**src/rtl/rtcr_pkg.sv**
```systemverilog
package rtcr_pkg;

   // Load-data mask for each time field index (0 = seconds .. 6 = year).
   function automatic logic [7:0] field_mask(input logic [2:0] idx);
      logic [7:0] m;
      case (idx)
         3'd0:    m = 8'h7F;
         3'd1:    m = 8'h7F;
         3'd2:    m = 8'h7F;
         3'd3:    m = 8'h07;
         3'd4:    m = 8'h3F;
         3'd5:    m = 8'h1F;
         default: m = 8'hFF;
      endcase
      return m;
   endfunction

endpackage

```
**src/rtl/rtcr_ptr.sv**
```systemverilog
module rtcr_ptr #(
   parameter int ADDR_W = 6,
   parameter int DATA_W = 8
) (
   input  logic              clk,
   input  logic              rst_n,
   input  logic              wr_start_i,
   input  logic              wr_byte_i,
   input  logic [DATA_W-1:0] wr_data_i,
   input  logic              rd_byte_i,
   output logic [ADDR_W-1:0] ptr_o,
   output logic              data_wr_o,
   output logic              wrap_o
);
   localparam logic [ADDR_W-1:0] PTR_TOP = '1;

   logic [ADDR_W-1:0] ptr_q;
   logic              aph_q;
   logic              step;

   assign data_wr_o = wr_byte_i && !aph_q;
   assign step      = data_wr_o || rd_byte_i;
   assign wrap_o    = step && (ptr_q == PTR_TOP);
   assign ptr_o     = ptr_q;

   always_ff @(posedge clk) begin
      if (!rst_n) begin
         ptr_q <= '0;
         aph_q <= 1'b0;
      end else begin
         if (wr_byte_i && aph_q) begin
            ptr_q <= wr_data_i[ADDR_W-1:0];
            aph_q <= 1'b0;
         end else if (step) begin
            ptr_q <= ptr_q + 1'b1;
         end
         if (wr_start_i) aph_q <= 1'b1;
      end
   end

   // address byte loads the pointer
   p_addr_load_r2: assert property (@(posedge clk) disable iff (!rst_n)
      (wr_byte_i && aph_q && !wr_start_i) |=> (ptr_q == $past(wr_data_i[ADDR_W-1:0])));

   // each data access advances by one, modulo the space
   p_ptr_step_r3: assert property (@(posedge clk) disable iff (!rst_n)
      (step && !wr_start_i) |=> (ptr_q == ADDR_W'($past(ptr_q) + 1'b1)));

endmodule

```
**src/rtl/rtcr_ctrl_rule.sv**
```systemverilog
module rtcr_ctrl_rule #(
   parameter int              DATA_W  = 8,
   parameter logic [DATA_W-1:0] WMASK = 8'hB3,
   parameter int              OSF_BIT = 5
) (
   input  logic [DATA_W-1:0] wdata_i,
   input  logic [DATA_W-1:0] cur_i,
   output logic [DATA_W-1:0] next_o
);
   localparam logic [DATA_W-1:0] CLR_ONLY = DATA_W'(1) << OSF_BIT;

   // Writable bits take the data; the clear-only flag can only fall.
   always_comb begin
      next_o = (wdata_i & WMASK & ~CLR_ONLY) | (wdata_i & cur_i & CLR_ONLY);
   end

endmodule

```
**src/rtl/rtcr_regs.sv**
```systemverilog
module rtcr_regs #(
   parameter int                ADDR_W    = 6,
   parameter int                DATA_W    = 8,
   parameter int                TIME_REGS = 7,
   parameter logic [DATA_W-1:0] WMASK     = 8'hB3,
   parameter int                OSF_BIT   = 5
) (
   input  logic                           clk,
   input  logic                           rst_n,
   input  logic [ADDR_W-1:0]              ptr_i,
   input  logic                           wr_en_i,
   input  logic [DATA_W-1:0]              wr_data_i,
   input  logic                           cap_i,
   input  logic [TIME_REGS*DATA_W-1:0]    time_i,
   input  logic                           osc_stop_i,
   output logic [DATA_W-1:0]              rd_data_o
);
   localparam int DEPTH     = 1 << ADDR_W;
   localparam int CTRL_ADDR = TIME_REGS;

   logic [DATA_W-1:0] q [DEPTH];

   for (genvar k = 0; k < DEPTH; k++) begin : g_ent
      logic [DATA_W-1:0] r_q;
      logic              sel;
      assign sel = wr_en_i && (ptr_i == ADDR_W'(k));

      if (k < TIME_REGS) begin : g_time
         always_ff @(posedge clk) begin
            if (!rst_n)     r_q <= '0;
            else if (cap_i) r_q <= time_i[k*DATA_W +: DATA_W];
         end
      end else if (k == CTRL_ADDR) begin : g_ctrl
         logic [DATA_W-1:0] nxt;
         rtcr_ctrl_rule #(
            .DATA_W (DATA_W),
            .WMASK  (WMASK),
            .OSF_BIT(OSF_BIT)
         ) u_rule (
            .wdata_i(wr_data_i),
            .cur_i  (r_q),
            .next_o (nxt)
         );
         always_ff @(posedge clk) begin
            if (!rst_n) begin
               r_q <= '0;
            end else begin
               if (sel)        r_q          <= nxt;
               if (osc_stop_i) r_q[OSF_BIT] <= 1'b1;
            end
         end

         // masked bits never appear in the control byte
         p_ctrl_mask_r6: assert property (@(posedge clk) disable iff (!rst_n)
            sel |=> ((r_q & ~WMASK) == '0));

         // the flag rises only when the core reports a stop
         p_osf_clronly_r7: assert property (@(posedge clk) disable iff (!rst_n)
            (!osc_stop_i && sel && !r_q[OSF_BIT]) |=> !r_q[OSF_BIT]);
      end else begin : g_ram
         always_ff @(posedge clk) begin
            if (!rst_n)   r_q <= '0;
            else if (sel) r_q <= wr_data_i;
         end
      end

      assign q[k] = r_q;
   end

   assign rd_data_o = q[ptr_i];

   // capture loads the running seconds field
   p_snap_r4: assert property (@(posedge clk) disable iff (!rst_n)
      cap_i |=> (q[0] == $past(time_i[DATA_W-1:0])));

   // without a capture the snapshot holds
   p_snap_hold_r4: assert property (@(posedge clk) disable iff (!rst_n)
      (!cap_i && !$fell(rst_n)) |=> $stable(q[0]));

endmodule

```
**src/rtl/rtc_regfront.sv**
```systemverilog
module rtc_regfront #(
   parameter int                ADDR_W    = 6,
   parameter int                DATA_W    = 8,
   parameter int                TIME_REGS = 7,
   parameter logic [DATA_W-1:0] WMASK     = 8'hB3,
   parameter int                OSF_BIT   = 5
) (
   input  logic                        clk,
   input  logic                        rst_n,
   input  logic                        wr_start_i,
   input  logic                        rd_start_i,
   input  logic                        wr_byte_i,
   input  logic [DATA_W-1:0]           wr_data_i,
   input  logic                        rd_byte_i,
   output logic [DATA_W-1:0]           rd_data_o,
   input  logic [TIME_REGS*DATA_W-1:0] tk_time_i,
   input  logic                        tk_osc_stop_i,
   output logic                        ld_stb_o,
   output logic [2:0]                  ld_idx_o,
   output logic [DATA_W-1:0]           ld_data_o
);
   import rtcr_pkg::*;

   localparam logic [ADDR_W-1:0] TIME_TOP = ADDR_W'(TIME_REGS);

   // Elaboration-time parameter checks
   if (ADDR_W < 4 || ADDR_W > 10) begin : g_bad_addr
      $error("ADDR_W out of range");
   end
   if (DATA_W < 8) begin : g_bad_data
      $error("DATA_W must be at least 8");
   end
   if (TIME_REGS < 1 || TIME_REGS > 7) begin : g_bad_time
      $error("TIME_REGS must be 1..7");
   end
   if (OSF_BIT >= DATA_W) begin : g_bad_osf
      $error("OSF_BIT outside the data byte");
   end

   logic [ADDR_W-1:0] ptr;
   logic              data_wr;
   logic              wrap;
   logic              cap;

   rtcr_ptr #(
      .ADDR_W(ADDR_W),
      .DATA_W(DATA_W)
   ) u_ptr (
      .clk       (clk),
      .rst_n     (rst_n),
      .wr_start_i(wr_start_i),
      .wr_byte_i (wr_byte_i),
      .wr_data_i (wr_data_i),
      .rd_byte_i (rd_byte_i),
      .ptr_o     (ptr),
      .data_wr_o (data_wr),
      .wrap_o    (wrap)
   );

   assign cap = rd_start_i || wrap;

   rtcr_regs #(
      .ADDR_W   (ADDR_W),
      .DATA_W   (DATA_W),
      .TIME_REGS(TIME_REGS),
      .WMASK    (WMASK),
      .OSF_BIT  (OSF_BIT)
   ) u_regs (
      .clk       (clk),
      .rst_n     (rst_n),
      .ptr_i     (ptr),
      .wr_en_i   (data_wr),
      .wr_data_i (wr_data_i),
      .cap_i     (cap),
      .time_i    (tk_time_i),
      .osc_stop_i(tk_osc_stop_i),
      .rd_data_o (rd_data_o)
   );

   // Load request toward the time-keeping core
   assign ld_stb_o  = data_wr && (ptr < TIME_TOP);
   assign ld_idx_o  = 3'(ptr);
   assign ld_data_o = wr_data_i & DATA_W'(field_mask(3'(ptr)));

   // a load names a time field
   p_ld_idx_r8: assert property (@(posedge clk) disable iff (!rst_n)
      ld_stb_o |-> (ld_idx_o < 3'(TIME_REGS)) && wr_byte_i);

   // RAM writes never request a time load
   p_ram_noload_r9: assert property (@(posedge clk) disable iff (!rst_n)
      (wr_byte_i && ptr > TIME_TOP) |-> !ld_stb_o);

endmodule

```
**config.mk**
```make
export PLATFORM = sky130hd
export DESIGN_NAME = rtc_regfront
export DESIGN_NICKNAME = d
export VERILOG_FILES = /design/src/rtl/rtcr_pkg.sv /design/src/rtl/rtcr_ptr.sv /design/src/rtl/rtcr_ctrl_rule.sv /design/src/rtl/rtcr_regs.sv /design/src/rtl/rtc_regfront.sv
export SDC_FILE = /design/constraint.sdc
export NUM_CORES = 1
export LEC_CHECK = 0
export ABC_AREA = 1
export BUFFER_PORTS_ARGS = -buffer_cell sky130_fd_sc_hd__clkbuf_2
export CAP_MARGIN = 30
export CORE_MARGIN = 2
export CORE_UTILIZATION = 28
export DETAILED_ROUTE_END_ITERATION = 12
export PLACE_DENSITY = 0.47
export SYNTH_ARGS = -nofsm -noshare
export SYNTH_HDL_FRONTEND = slang
export SYNTH_HIERARCHICAL = 1
export SYNTH_SLANG_ARGS = --single-unit
```
**constraint.sdc**
```tcl
create_clock -name clk -period 2.3 [get_ports clk]
set_clock_uncertainty 0.05 [all_clocks]
set_input_delay 0.115 -clock clk [delete_from_list [all_inputs] [get_ports clk]]
set_output_delay 0.115 -clock clk [all_outputs]
set_load 0.02 [all_outputs]
```
== Word level (Yosys, flattened, before mapping) ==
Cells that the tools add are included.
Storage, ports and cells
  output and inout port bits: 20
  latch bits: 0
  bits in read-only memories: 0
  register bits after elaboration: 519
  memories: 0
  word-level logic and storage cells: 215
  memory bits (writable): 0
Operators by class
  bitwise logic cells: 4
  reduce and logical (&&, ||, !) cells: 69
  shift operators: 0
  mux-type cells: 10
  magnitude comparators: 2
  equality and inequality tests: 62
  add/sub/neg operators: 1
  div/mod/pow operators: 0
  multiply operators: 0
Operators with widths (number)
  equality test 6 bit, second input constant: 32
  equality test 6 x 5 -> 1 bit, second input constant: 16
  logical AND 1 bit: 61
  binary-select mux 8 bit (select 6 bit): 1
  equality test 6 x 4 -> 1 bit, second input constant: 8
  case mux 8 bit (4 select lines): 1
  2-to-1 mux 6 bit: 3
  2-to-1 mux 8 bit: 2
  bitwise AND 8 bit: 1
  bitwise OR 8 x 6 -> 8 bit: 1
  greater-or-equal comparator 7 bit, second input constant: 1
  NOT 6 -> 7 bit: 1
  adder 6 x 1 -> 6 bit, second input constant: 1
  bitwise AND 6 bit: 1
  equality test 3 x 2 -> 1 bit, second input constant: 2
  equality test 3 bit, second input constant: 2
  equality test 6 x 3 -> 1 bit, second input constant: 1
  < comparator 6 x 3 -> 1 bit, second input constant: 1
  nonzero test 2 bit: 3
  equality test 3 x 1 -> 1 bit, second input constant: 1
  zero test 3 bit: 1
  2-to-1 mux 1 bit: 3
  OR reduction 3 bit: 1
  logical OR 1 bit: 2
  zero test 1 bit: 1

== Longest topological paths before layout ==
Gate-level depths: netlist of the first run.
  depth after elaboration: 5
  depth in mapped cells: 14
  gate-level depth less buffers: 11

== Modules after synthesis ==
The synthesis of the first run kept the hierarchy.
By module, submodules not included
  rtcr_regs: area each 23680.2 um2, cells each 3851, sequential area each 10249.8 um2, instances 1
  rtcr_ptr: area each 456.7 um2, cells each 73, sequential area each 140.1 um2, instances 1
  rtc_regfront: area each 135.1 um2, cells each 27, sequential area each 0.0 um2, instances 1
  rtcr_ctrl_rule: area each 63.8 um2, cells each 10, sequential area each 0.0 um2, instances 1

== Worst setup path before layout of the first run ==
Ideal clock, no wire load.
  path kind: register -> register
  start: register u_ptr.ptr_q[1] (netlist: u_ptr/ptr_o[1])
  end: register u_regs.g_ent[0].r_q[0]
  period minus slack after synthesis: 2269 ps
  setup slack: 31 ps
  arrival time: 2155 ps
  stages on the path, launching flop included: 13
  cells stage by stage: dfxtp_1 > ha_1 > nand2_1 > inv_1 > nand2_1 > nor2_1 > or2_2 > clkbuf_1 > inv_1 > clkbuf_1 > clkbuf_1 > nor2_1 > nor2_1
Between the ends
  cells in the longest elaborated chain, start to end: 3
RTL lines
  from (decl): RTL line rtcr_ptr.sv:17  | logic [ADDR_W-1:0] ptr_q;
  from (signal assigned): RTL line rtcr_ptr.sv:32  | ptr_q <= wr_data_i[ADDR_W-1:0];
  from (signal assigned): RTL line rtcr_ptr.sv:35  | ptr_q <= ptr_q + 1'b1;
  equality test 6 bit: RTL line rtcr_ptr.sv:23  | assign wrap_o = step && (ptr_q == PTR_TOP);
  logical AND 1 bit: RTL line rtcr_ptr.sv:23
  named net wrap: RTL line rtc_regfront.sv:42  | logic wrap;
  logical OR 1 bit: RTL line rtc_regfront.sv:60  | assign cap = rd_start_i || wrap;
  named net cap: RTL line rtc_regfront.sv:43  | logic cap;
  to (signal assigned): RTL line rtcr_regs.sv:31  | else if (cap_i) r_q <= time_i[k*DATA_W +: DATA_W];
  to (decl): RTL line rtcr_regs.sv:24  | logic [DATA_W-1:0] r_q;
The timed path passes the listed nets, and every way through them passes these cells.
A chain may end at the register's enable or synchronous reset.

== Worst setup path in the final report of the first run ==
  start: register u_ptr.ptr_q[0] (netlist: u_ptr/ptr_o[0])
  end: output rd_data_o[7]
Between the ends
  cells in the longest elaborated chain, start to end: 4
RTL lines
  NOT 6 -> 7 bit (implied by the code): RTL line rtcr_regs.sv:70  | assign rd_data_o = q[ptr_i];
  binary-select mux 8 bit (select 6 bit): RTL line rtcr_regs.sv:70
  2-to-1 mux 8 bit (implied by the code) (2 in series): RTL line rtcr_regs.sv:70
  to (decl): RTL line rtc_regfront.sv:15  | output logic [DATA_W-1:0] rd_data_o,
Every way passes these cells. The select of a mux whose other input is x is not followed.

==> results of run 1 <==
## logic make-up after synthesis
group                      after synthesis
buffers and inverters                  327
AOI/OAI and AO/OA                      521
adders and majority gates                1
xor gates and xnor gates                 1
other                                    1
and+or+nand+nor                       2591
DFF                                    519
## where the power goes
group          internal [mW]  switching (mW)  leakage (nW)
clock                   6.01            4.10          1.03
sequential              9.10          0.0673          4.20
combinational          0.982            1.84          8.51
total                   16.1            6.02          13.7
## flip-flops by register name, indices dropped and copies added (netlist names)
name / cells
u_ptr/aph_q: 1
u_ptr/ptr_o: 6
u_regs/g_ent.r_q: 512
## worst max-delay path: stages (launching register included)
cell	delay (ps)
dfxtp_4	450
inv_12	100
buf_16	170
buf_12	140
nand2_1	60
nand2_1	70
nand2_1	70
nand2_1	80
nand2_1	60
nand2_1	110
nor2_2	140
nor2_1	60
nor2_2	150
nand2_2	120
clkbuf_2	180
## metrics by stage
step	cells	setup TNS [ps]	utilization, %	area, um^2	hold slack, ps
after global routing	5336	-4427	35.10	30350	27.89
after CTS	5323	-3949	34.63	29950	0.1734
final	5337	-3411	35.10	30350	27.84
after detailed placement	5136	-856.2	31.16	26950	300.7
after floorplan	3963	0	-	24340	182.4
after global placement	5135	-36410	31.15	26940	293.8
## Yosys cell counts (4+ instances only)
master	instances
nand3_1	9
a21oi_1	4
o21ai_0	511
inv_2	77
buf_2	50
buf_4	23
inv_1	23
nand2_1	1383
nand2_2	22
o21ai_1	4
nor2_4	5
dfxtp_1	519
clkbuf_1	140
nor2_2	22
buf_1	12
nor2_1	1143
## final cells by class
type / instances / area [um^2] / share of cell area (%)
multi-input combinational: 3117 / 12830 / 42.28
sequential: 519 / 10400 / 34.25
timing repair buffer: 330 / 3174 / 10.46
clock buffer: 91 / 1862 / 6.134
tap: 1155 / 1445 / 4.761
inverter: 101 / 404.1 / 1.331
clock inverter: 22 / 227.7 / 0.7502
timing repair inverter: 1 / 8.758 / 0.02885
antenna: 1 / 2.502 / 0.008244
## metal layers
metal  share of wire (%)  vias to the layer above  GRT usage, %
met1                  48                    11327         27.05
met4                 2.2                        0         5.012
met5                   0                        -             0
met2                  45                      462         31.22
li1                    -                    12569             -
met3                 4.7                      108         2.654
## repair_timing
action                                 in CTS  in global routing
hold buffers                               67                  0
cloned                                      2                  4
buffers inserted                            5                  9
gates resized for setup                    48                 81
endpoints found under the hold margin      77                  0
setup endpoints to repair                  42                104
pin swaps                                   1                 11
## path summary, 6_finish.rpt
path / from / end / slack [ps]
worst max-delay path: u_ptr/ptr_o[0]$_SDFFE_PN0P_ / rd_data_o[7] / -480
worst min-delay path: wr_data_i[5] / u_regs/g_ent[22].r_q[5]$_SDFFE_PN0P_ / 30
worst max register to register: u_ptr/ptr_o[0]$_SDFFE_PN0P_ / u_regs/g_ent[22].r_q[6]$_SDFFE_PN0P_ / 100
worst min register to register: u_regs/g_ent[14].r_q[7]$_SDFFE_PN0P_ / u_regs/g_ent[14].r_q[7]$_SDFFE_PN0P_ / 430
==> impl_metrics.csv, run 1 <==
group,metric,value,unit
sta,worst_pin_slew,675.3,ps
worst_hold_path,hp-class,"in2reg",
logic_synthesis,syn_inst,3961,
floorplanning,die_w,298.8,um
drt,drc,0,
placed_design,pre_cts_ws,-75.82,ps
floorplanning,core.rowCount,108,
floorplanning,die_area,0.08929,mm^2
power,p_per_area,728.3,mW/mm^2
global_route,grt-ovfl-total,0,
setup_path,worstPathArrival,2610,ps
global_route,grt_max_degree,99,
cts,h-tree-depth,2,
logic_synthesis,synth_top_family_by_area,"simple AND/OR/NAND/NOR gates",
sta,maxSlewHeadroom,54.98,%
floorplanning,ios,91,
sta,finalHoldViolCount,0,
logic_synthesis,async_flop_share,0,%
power,ir_drop,0.6553,mV
drt,wl_per_cell,16.56,um
cells_and_area,final_cell_mix,"nand2_1 (1352), nor2_1 (1101), dfxtp_1 (517), o21ai_0 (511), buf_4 (116)",
placed_design,gp_congestion,0.8411,
cts,cts.sinks,519,
logic_synthesis,synth-simple-area-share,40.77,%
floorplanning,fp.dieH,298.8,um
logic_synthesis,synthMuxAreaShare,0,%
power,p_total,22.11,mW
logic_synthesis,syn_avg_cell_area,6.144,um^2
placed_design,dpl.hpwl,56.18,mm
setup_path,crit_path_start_kind,"flip-flop",
logic_synthesis,synth_cell_types,30,
cts,clock_latency,630,ps
global_route,grt_pass1_vias,23264,
logic_synthesis,yosys_warnings,6,
drt,totalWireLength,88.36,mm
floorplanning,fp.coreArea,0.08648,mm^2
logic_synthesis,synth-main-ff-cell,"dfxtp_1",
floorplanning,initial_utilization,28.14,%
logic_synthesis,synth-seq-cells,519,
logic_synthesis,synth_area_leaders,"dfxtp_1 (43%), nand2_1 (21%), nor2_1 (18%), o21ai_0 (11%), clkbuf_1 (2.2%)",
logic_synthesis,synth_area,0.02434,mm^2
cts,cts_tree,"done",
outcome,violations,"negative setup slack",
sta,setup_viol,8,
logic_synthesis,synth_compound_area_share,10.75,%
logic_synthesis,synth_largest_area_cell,"dfxtp_1",
logic_synthesis,synth_fa_ha_area_share,0.05141,%
sta,timing_max_transition_violations_final,0,
drt,drtIter0Drc,1729,
cells_and_area,mostFrequentLayoutCell,"nand2_1",
power,leakage,13.73,nW
drt,first_pass_iters,5,
cells_and_area,drive_gt1_share,13.80,%
cells_and_area,fin_nets,4203,
logic_synthesis,synth_xor_xnor_area_share,0.03599,%
cts,root_buffer,"clkbuf_16",
setup_path,crit_path_max_fanout,10,
sta,rsz0062_at_grt,"yes",
setup_path,worstRegToRegCells,11,
global_route,track_usage,19.33,%
sta,min_period_over_period,120.8,%
cells_and_area,n_fill_cell,9600,
global_route,grt_pass1_wl,136.7,mm
setup_path,end_kind,"output pin",
sta,fin_crit,2779,ps
setup_path,required,2130,ps
cts,ctsLongestPathBuffers,3,
logic_synthesis,synth_seq_area_share,42.69,%
drt,drtAntennaViolNets,0,
cts,clk_pin_slew,60,ps
placed_design,io_buffers,90,
run,drv_cap,0,
sta,fmax,359.8,MHz
drt,via_per_inst,4.584,
global_route,antenna_found_initial,0,
cells_and_area,syn_to_final_growth,24.73,%
sta,worst_slack,-479.3,ps
drt,vias,24466,
outcome,run_status,"finished with violations",
cts,cts_buffers,61,
worst_hold_path,holdPathStages,3,
logic_synthesis,synth_edf_count,0,
logic_synthesis,synth_top_area_share,42.69,%
setup_path,criticalPathCategory,"reg2out",
(Power assumes the default switching activity.)
==> inputs of run 2 (changes only) <==
- CORE_UTILIZATION: 28 -> 55
- PLACE_DENSITY: 0.47 -> 0.78
==> run 2 against run 1 <==
Against the previous run:
- the flow still finishes with violations (negative setup slack)
- core utilization is 30 points higher
- critical path depth stayed put
- routed wire length is 12% lower
- die area is 49% lower
- count of clock-buffer cells in the layout is 14 lower
- first-iteration DRC count is 77% higher
==> impl_metrics.csv, run 2 (synthesis results as in run 1) <==
group,metric,value,unit
setup_path,crit_path_max_fanout,10,
placed_design,dpl.hpwl,45.84,mm
drt,totalWireLength,78.19,mm
power,ir_drop,0.5973,mV
cells_and_area,diodes,0,
setup_path,end_kind,"output pin",
cells_and_area,mostFrequentLayoutCell,"nand2_1",
cts,clk_pin_slew,70,ps
sta,setup_viol,8,
floorplanning,die_area,0.04595,mm^2
floorplanning,fp.dieH,214.4,um
setup_path,worstPathArrival,2550,ps
drt,drtAntennaViolNets,0,
outcome,run_status,"finished with violations",
global_route,grt_max_degree,102,
sta,min_period_over_period,117.8,%
global_route,grt_pass1_wl,121.3,mm
cells_and_area,fin_area,0.02881,mm^2
power,p_total,20.93,mW
worst_hold_path,hp-class,"in2reg",
drt,drtIter0Drc,3063,
sta,fmax,369.0,MHz
global_route,antenna_found_initial,0,
drt,wl_per_cell,16.68,um
floorplanning,fp.coreArea,0.04393,mm^2
floorplanning,ios,91,
cells_and_area,syn_to_final_growth,18.38,%
placed_design,gp_congestion,0.8989,
cts,ctsLongestPathBuffers,3,
cells_and_area,largest-register,"u_regs/g_ent.r_q",
placed_design,dpl-instance-area,0.02555,mm^2
sta,fin_crit,2710,ps
power,leakage,13.29,nW
cts,cts_buffers,53,
floorplanning,initial_utilization,55.39,%
setup_path,crit_path_start_kind,"flip-flop",
sta,worst_slack,-410.1,ps
placed_design,io_buffers,90,
cells_and_area,final_cell_mix,"nand2_1 (1357), nor2_1 (1109), dfxtp_1 (517), o21ai_0 (511), clkbuf_2 (81)",
setup_path,criticalPathCategory,"reg2out",
cts,cts_tree,"done",
sta,timing_max_transition_violations_final,0,
cts,root_buffer,"clkbuf_16",
drt,first_pass_iters,6,
cts,h-tree-depth,2,
drt,via_per_inst,5.419,
outcome,violations,"negative setup slack",
sta,rsz0062_at_grt,"yes",
floorplanning,core.rowCount,77,
setup_path,required,2130,ps
cts,cts.sinks,519,
run,drv_cap,0,
global_route,grt_pass1_vias,23031,
drt,vias,25399,
sta,worst_pin_slew,757.6,ps
sta,finalHoldViolCount,0,
global_route,track_usage,32.52,%
cells_and_area,drive_gt1_share,11.72,%
global_route,grt-ovfl-total,0,
floorplanning,die_w,214.4,um
sta,maxSlewHeadroom,49.49,%
power,p_per_area,726.4,mW/mm^2
cts,clock_latency,610,ps
drt,drc,0,
cells_and_area,largest_reg_flops,512,
cells_and_area,fin_nets,4125,
## run 2: cell count changes in the layout (fill, tap and decap cells not counted), sizes merged
cell and change:
buf -79, bufbuf +1, bufinv +1, clkbuf -3, clkinv +1, clkinvlp -3, diode -1, dlygate4sd3 -3
inv -1
## run 2: where the power goes
group / total [mW] / switching, mW / internal, mW
clock: 9.03 / 3.73 / 5.30
combinational: 2.72 / 1.81 / 0.910
sequential: 9.17 / 0.0745 / 9.09
## run 2: area by class of cell
class                           instances  area (um^2)
Multi-Input combinational cell       3117        12750
Inverter                              101        397.9
Fill cell                            3944        15120
Sequential cell                       519        10400
Tap cell                              592        740.7
Clock inverter                         20        261.5
Clock buffer                           77         1568
Timing Repair Buffer                  260         2676
Timing Repair inverter                  1        11.26
## run 2: critical path: stages (launching register included)
cell     delay (ps)
dfxtp_4         380
buf_12          160
inv_16           90
buf_16          160
nand2_1          60
nand2_1          70
nand2_2          90
nand2_1          50
nand2_1          80
nand2_1          70
nor2_2          130
nor2_1           70
nor2_2          220
nand2_2         150
buf_8           160
## run 2: per-layer routing
layer | track usage, % | share of wire [%] | vias up
li1 | - | - | 12408
met1 | 43.22 | 41 | 11544
met2 | 51.17 | 45 | 1215
met3 | 6.610 | 10 | 232
met4 | 14.61 | 4.0 | 0
met5 | 0 | 0 | -
## run 2: timing repair
item	4_1_cts	5_1_grt
setup buffers	7	0
setup endpoints to repair	8	53
gates resized for setup	91	19
pin swaps	24	12
hold buffers	64	0
cloned	10	6
endpoints found under the hold margin	110	0
## run 2: path summary, 6_finish.rpt
path | startpoint | to | slack (ps) | cells past startpoint
min reg2reg | u_regs/g_ent[61].r_q[3]$_SDFFE_PN0P_ | u_regs/g_ent[61].r_q[3]$_SDFFE_PN0P_ | 430 | 2
min | wr_data_i[2] | u_regs/g_ent[55].r_q[2]$_SDFFE_PN0P_ | 50 | 4
max | u_ptr/ptr_o[0]$_SDFFE_PN0P_ | rd_data_o[0] | -410 | 14
max reg2reg | u_ptr/ptr_o[0]$_SDFFE_PN0P_ | u_regs/g_ent[53].r_q[6]$_SDFFE_PN0P_ | 90 | 10
## run 2: stage by stage
stage	setup WS, ps	hold slack [ps]	util (%)	setup TNS, ps	std cells
final	-410.1	51.88	65.57	-3017	4687
after CTS	-354.0	17.04	65.20	-2600	4682
after global routing	-502.2	41.20	65.57	-3776	4687
after global placement	21.28	289.1	58.15	0	4504
after detailed placement	25.12	294.1	58.15	0	4504
after floorplan	30.74	182.4	-	0	3963
